<file path="src/rtl/lutcell_pkg.sv">
package lutcell_pkg;
    localparam int LUT_IN     = 3;
    localparam int LUT_OUT    = 2;
    localparam int ENTRIES    = 1 << LUT_IN;
    localparam int TBL_BITS   = ENTRIES * LUT_OUT;
    localparam int N_TABLES   = 2;
    localparam int CHAIN_LEN  = N_TABLES * TBL_BITS + 1;
    localparam int SEL_POS    = 0;
    localparam int LEFT_LSB   = 1;
    localparam int RIGHT_LSB  = LEFT_LSB + TBL_BITS;
endpackage

</file>
<file path="src/rtl/lutcell_chain.sv">
module lutcell_chain #(
    parameter int LEN = lutcell_pkg::CHAIN_LEN
) (
    input  logic           clk,
    input  logic           rst_n,
    input  logic           sin,
    output logic [LEN-1:0] bits
);
    typedef struct packed {
        logic [LEN-1:0] sr;
    } chain_st_t;

    chain_st_t st_d, st_q;

    always_comb begin
        st_d    = st_q;
        st_d.sr = {st_q.sr[LEN-2:0], sin};
    end

    always_ff @(posedge clk or negedge rst_n) begin
        if (!rst_n) st_q <= '0;
        else        st_q <= st_d;
    end

    assign bits = st_q.sr;
endmodule

</file>
<file path="src/rtl/lutcell_table.sv">
module lutcell_table #(
    parameter int IN  = lutcell_pkg::LUT_IN,
    parameter int OUT = lutcell_pkg::LUT_OUT,
    localparam int NENT = 1 << IN,
    localparam int TBITS = NENT * OUT
) (
    input  logic [TBITS-1:0] contents,
    input  logic [IN-1:0]    sel,
    output logic [OUT-1:0]   y
);
    logic [OUT-1:0] entry [NENT];

    for (genvar e = 0; e < NENT; e++) begin : g_entry
        assign entry[e] = contents[e*OUT +: OUT];
    end

    always_comb y = entry[sel];
endmodule

</file>
<file path="src/rtl/lutcell_fbmux.sv">
module lutcell_fbmux #(
    parameter int IN = lutcell_pkg::LUT_IN
) (
    input  logic          use_chain,
    input  logic          chain_bit,
    input  logic [IN-1:0] ext_sel,
    output logic [IN-1:0] sel
);
    always_comb begin
        sel         = ext_sel;
        sel[IN-1]   = use_chain ? chain_bit : ext_sel[IN-1];
    end
endmodule

</file>
<file path="src/rtl/lut_pair_cell.sv">
module lut_pair_cell #(
    parameter int LUT_IN  = lutcell_pkg::LUT_IN,
    parameter int LUT_OUT = lutcell_pkg::LUT_OUT
) (
    input  logic               cfg_clk,
    input  logic               cfg_rst_n,
    input  logic               cfg_sin,
    input  logic [LUT_IN-1:0]  a_in,
    input  logic [LUT_IN-1:0]  b_in,
    output logic [LUT_OUT-1:0] r_out,
    output logic [LUT_OUT-1:0] l_out
);
    localparam int TBITS = (1 << LUT_IN) * LUT_OUT;
    localparam int CLEN  = 2 * TBITS + 1;
    localparam int L_LSB = 1;
    localparam int R_LSB = L_LSB + TBITS;

    logic [CLEN-1:0]   cfg_word;
    logic [LUT_IN-1:0] left_sel;

    lutcell_chain #(.LEN(CLEN)) u_chain (
        .clk   (cfg_clk),
        .rst_n (cfg_rst_n),
        .sin   (cfg_sin),
        .bits  (cfg_word)
    );

    lutcell_table #(.IN(LUT_IN), .OUT(LUT_OUT)) u_right (
        .contents (cfg_word[R_LSB +: TBITS]),
        .sel      (a_in),
        .y        (r_out)
    );

    lutcell_fbmux #(.IN(LUT_IN)) u_fb (
        .use_chain (cfg_word[0]),
        .chain_bit (r_out[LUT_OUT-1]),
        .ext_sel   (b_in),
        .sel       (left_sel)
    );

    lutcell_table #(.IN(LUT_IN), .OUT(LUT_OUT)) u_left (
        .contents (cfg_word[L_LSB +: TBITS]),
        .sel      (left_sel),
        .y        (l_out)
    );
endmodule

</file>
<file path="config.mk">
export PLATFORM = sky130hd
export DESIGN_NAME = lut_pair_cell
export DESIGN_NICKNAME = d
export VERILOG_FILES = /design/src/rtl/lutcell_pkg.sv /design/src/rtl/lutcell_chain.sv /design/src/rtl/lutcell_table.sv /design/src/rtl/lutcell_fbmux.sv /design/src/rtl/lut_pair_cell.sv
export SDC_FILE = /design/constraint.sdc
export NUM_CORES = 1
export LEC_CHECK = 0
export BUFFER_PORTS_ARGS = -buffer_cell sky130_fd_sc_hd__buf_2
export CAP_MARGIN = 40
export CORE_MARGIN = 1.5
export CORE_UTILIZATION = 63
export CTS_BUF_LIST = sky130_fd_sc_hd__clkbuf_4
export CTS_CLUSTER_SIZE = 40
export DETAILED_ROUTE_END_ITERATION = 7
export PLACE_DENSITY = 0.84
export SYNTH_ARGS = -nofsm -noshare
export SYNTH_HDL_FRONTEND = slang
export SYNTH_SLANG_ARGS = --single-unit
</file>
<file path="constraint.sdc">
create_clock -name cfg_clk -period 2.5 [get_ports cfg_clk]
set_input_delay 0.25 -clock cfg_clk [delete_from_list [all_inputs] [get_ports cfg_clk]]
set_output_delay 0.25 -clock cfg_clk [all_outputs]
set_load 0.01 [all_outputs]
</file>
Yosys cells after proc, flatten, opt, wreduce, memory -nomap -nowiden
Cells that the tools add are included.

Flip-flop bits (word level): 33. Input port bits: 9. Output and inout port bits: 4. Word-level logic and storage cells: 12.

$lt $le $gt $ge: 2. Multiplexer cells: 7. Bitwise operators: 2.

Operators by type and width (number): $bmux W2 S3 (2); $ge A4 B4 Y1 const B (2); $mux W2 (4); $not A3 Y4 (2); $mux W1 (1).

Logic depth before layout (Yosys ltp)
Depth in word-level cells: 9. Mapped depth: 5. Depth with buffers taken out: 4.

Cells and area by module
From an unflattened synthesis, not the netlist that was laid out.

Cell total of the unflattened synthesis: 48. Area, all modules: 1111.1 um^2.

Modules (own cells, without submodules): lutcell_chain (instances 1, cells each 33, area an instance 825.8 um^2, seq. area each 825.8 um^2); lutcell_table (instances 2, cells each 6, area an instance 127.6 um^2, seq. area each 0.0 um^2); lutcell_fbmux (instances 1, cells each 3, area an instance 30.0 um^2, seq. area each 0.0 um^2).

Least setup slack after synthesis
Ideal clock, no wire load.

Path type: input-to-output. Start: in a_in[0]. End: out l_out[0]. Arrival time: 1475 ps. Data required time: 2250 ps. Path slack: 775 ps. Stages: 5. Buffers on the path: 1. Cell sequence: buf_6 > mux2i_1 > mux4_2 > mux2i_4 > mux2_4.

Word-level cells in the longest chain between the ends: 9.

RTL lines: start: declaration (line lut_pair_cell.sv:8) `input logic [LUT_IN-1:0] a_in,`; $not A3 Y4 (not written as such) (line lutcell_table.sv:17) `always_comb y = entry[sel];`; $bmux W2 S3 (line lutcell_table.sv:17); $mux W2 (not written as such) (2 in series) (line lutcell_table.sv:17); $mux W1 (line lutcell_fbmux.sv:11) `sel[IN-1] = use_chain ? chain_bit : ext_sel[IN-1];`; $not A3 Y4 (not written as such) (line lutcell_table.sv:17); $bmux W2 S3 (line lutcell_table.sv:17); $mux W2 (not written as such) (2 in series) (line lutcell_table.sv:17); end: declaration (line lut_pair_cell.sv:11) `output logic [LUT_OUT-1:0] l_out`.

Every way passes these cells. The select of a mux whose other input is x is not followed.

Final worst setup path
Start: reg u_chain.st_q, in the netlist u_chain.bits[24]. End: out l_out[0].

Word-level cells in the longest chain between the ends: 8.

RTL lines: start: declaration (line lutcell_chain.sv:13) `chain_st_t st_d, st_q;`; start signal: assignment (line lutcell_chain.sv:22) `else st_q <= st_d;`; $bmux W2 S3 (line lutcell_table.sv:17); $mux W2 (not written as such) (2 in series) (line lutcell_table.sv:17); $mux W1 (line lutcell_fbmux.sv:11); $not A3 Y4 (not written as such) (line lutcell_table.sv:17); $bmux W2 S3 (line lutcell_table.sv:17); $mux W2 (not written as such) (2 in series) (line lutcell_table.sv:17).

Every way passes these cells. The select of a mux whose other input is x is not followed.

==> impl_metrics.tcl <==
set metrics [dict create \
    worstHoldPathCells 1 \
    p_sw_frac 0.237 \
    fin_crit_ns 2.19 \
    antenna_left 0 \
    rr_endpoint "u_chain.bits[1]" \
    dp_hpwl_um 1150 \
    numPortBuffers 12 \
    fin_nets 79 \
    largest_reg_flops 33 \
    synth_top_area_cell "dfrtp_1" \
    intPower_uw 708 \
    netlist_instances 52 \
    max_slew.worst_pin.slew_ns 0.675 \
    synth-simple-area-share 0 \
    r2r_start "u_chain.bits[0]" \
    arrival_ns 1.94 \
    synth-compound-area-share 0 \
    ioPinCount 13 \
    p_switching_uw 220 \
    synth_xor_area_frac 0 \
    grt_max_degree 34 \
    drt_iter0_drc 13 \
    maxCapViolCount 0 \
    grt_use_total 0.204 \
    rrSetupSlack_ns 1.94 \
    synth_top_family_by_area "multiplexers" \
    ys_seq_area_frac 0.737 \
    critPathCaptureType "primary output" \
    synth_mux_area_frac 0.240 \
    viasPerCell 5.95 \
    synth_area_leaders "dfrtp_1 (74%), mux4_2 (10%), mux4_1 (4.7%)" \
    path_cells "mux2i_1, mux4_2, mux2i_4, mux2_4, buf_2" \
    slew_violations 0 \
    layout-drive-gt1-share 0.380 \
    reg2regPathDepth 0 \
    synth.distinct_cells 10 \
    cts_tree "yes" \
    clk_pin_slew_ns 0.10 \
    cts.sinks 33 \
    slew_headroom 0.550 \
    core_area_mm2 0.00169 \
    cpMaxStageDelayCell "mux4_2" \
    fin_crit_sh 0.878 \
    seqPwrFrac 0.620 \
    top_usage_layer "met1" \
    crit_fanout 2 \
    gp_congestion 0.770 \
    clkPwrFrac 0.292 \
    met1_usage 0.283 \
    wire_per_inst_um 18.1 \
    cts_buffers 5 \
    holdWs_ns 0.0318 \
    n_antenna_cell 0 \
    ys_warn_count 0 \
    dr.pass1.iters 4 \
    insertion_delay_ns 0.32 \
    cp_top_family "multiplexers" \
    grtUsageMet2 0.243 \
    fmax_ghz 0.456 \
    syn_nets 61 \
    die_y_um 45.2 \
    gr-total-overflow 0 \
    path_class "flop to primary output" \
    antenna_found_initial 0 \
    cts_root_buffer "clkbuf_4" \
    start_util 0.664 \
    status "completed" \
    grt_pass1_wl_um 2550 \
    num_rows 15 \
    route.detailed.drc 0 \
    setup_viol 0 \
    die_w_um 45.2 \
    clock_path_buffers 2 \
    p_per_area_mw_per_mm2 746 \
    first_global_vias 511 \
    worstPathRequired_ns 2.25 \
    cts.htree.levels 2 \
    route.final.wire_length_um 1600 \
    slowest_delay_ns 0.50 \
    tns_ns 0 \
    critPathBufInv 1 \
    max-vdd-ir-drop_uv 484 \
    synth-adder-area-share 0 \
    start_kind "flop" \
    ys_ff_latch 33 \
    rsz0062_at_grt "false" \
    syn-cell-area_mm2 0.00112 \
    syn_avg_cell_area_um2 21.6 \
    yosysTopAreaCellShare 0.737 \
    die_area_mm2 0.00204 \
    use_met3 0.120 \
    min_path_type "input pin to flop" \
    crit_start "u_chain.bits[24]" \
    hold_path_end "u_chain.bits[0]" \
    syn2layout_area_growth_pct 10.9 \
    vias 524 \
    finClkSkew_ns 0.00545 \
    worstHoldStart "cfg_sin" \
    power_frac_comb 0.088 \
    timing.final.hold_violations 0 \
    p_leak_uw 0.000579 \
]
[what timing repair did]
| item | CTS | global route |
|---|---|---|
| resized for setup | 0 | 0 |
| buffers inserted | 0 | 0 |
| hold endpoints to repair | 33 | 0 |
| setup endpoints to repair | 0 | 0 |
| hold buffers | 1 | 0 |
[Yosys cell counts, drive strengths merged]
| cell type | count |
|---|---|
| mux2i | 5 |
| buf | 2 |
| dfrtp | 33 |
| mux4 | 7 |
| inv | 2 |
| mux2 | 3 |
[per-layer routing]
layer,vias up,routed length (um)
li1,227,-
met1,275,771
met2,17,692
met3,5,85
met4,0,46
met5,-,0
[area by class of cell]
cell class | count | area (um2)
repair buffers | 13 | 70.1
clock inverters | 3 | 12.5
multi-input cells | 15 | 269
well taps | 17 | 21.3
clock buffers | 5 | 37.5
fillers | 103 | 445
flip-flops and latches | 33 | 826
inverters | 2 | 7.51
[placed cells by master (no fill, tap or decap), drive strengths merged]
cell	synthesis	routed
dfrtp	33	33
buf	2	12
mux4	7	7
clkbuf	0	5
mux2i	5	5
mux2	3	3
clkinv	0	3
inv	2	2
dlygate4sd3	0	1
[logic make-up (layout without fill, tap and decap cells)]
family	after synthesis	in the layout
buf+inv	4	23
flops	33	33
mux	15	15
[how the worst max path moves through the flow]
| stage | end | slack, ns | cells after the start |
|---|---|---|---|
| after floorplan | l_out[0] | 0.78 | 5 |
| after global placement | l_out[0] | 0.58 | 6 |
| after detailed placement | l_out[0] | 0.54 | 6 |
| after CTS | l_out[0] | 0.28 | 5 |
| after global routing | l_out[0] | 0.21 | 5 |
| final | l_out[0] | 0.31 | 5 |
[power by group through the flow]
stage,Clock [uW],Sequential [uW],Combinational [uW]
floorplan,0,580,54.5
global placement,0,585,79.2
detailed placement,0,587,81.6
CTS,275,577,82.7
global route,304,580,88.1
finish,271,576,81.5
[per-stage QoR]
stage	instances	area, um2	total power (uW)	setup WS [ns]	util
detailed placement	79	1180	668	0.536	0.701
CTS	88	1240	935	0.283	0.736
global route	88	1240	973	0.211	0.736
floorplan	52	1120	634	0.775	-
finish	88	1240	928	0.306	0.736
global placement	79	1180	664	0.578	0.701
Power figures use the tool's default switching activity.
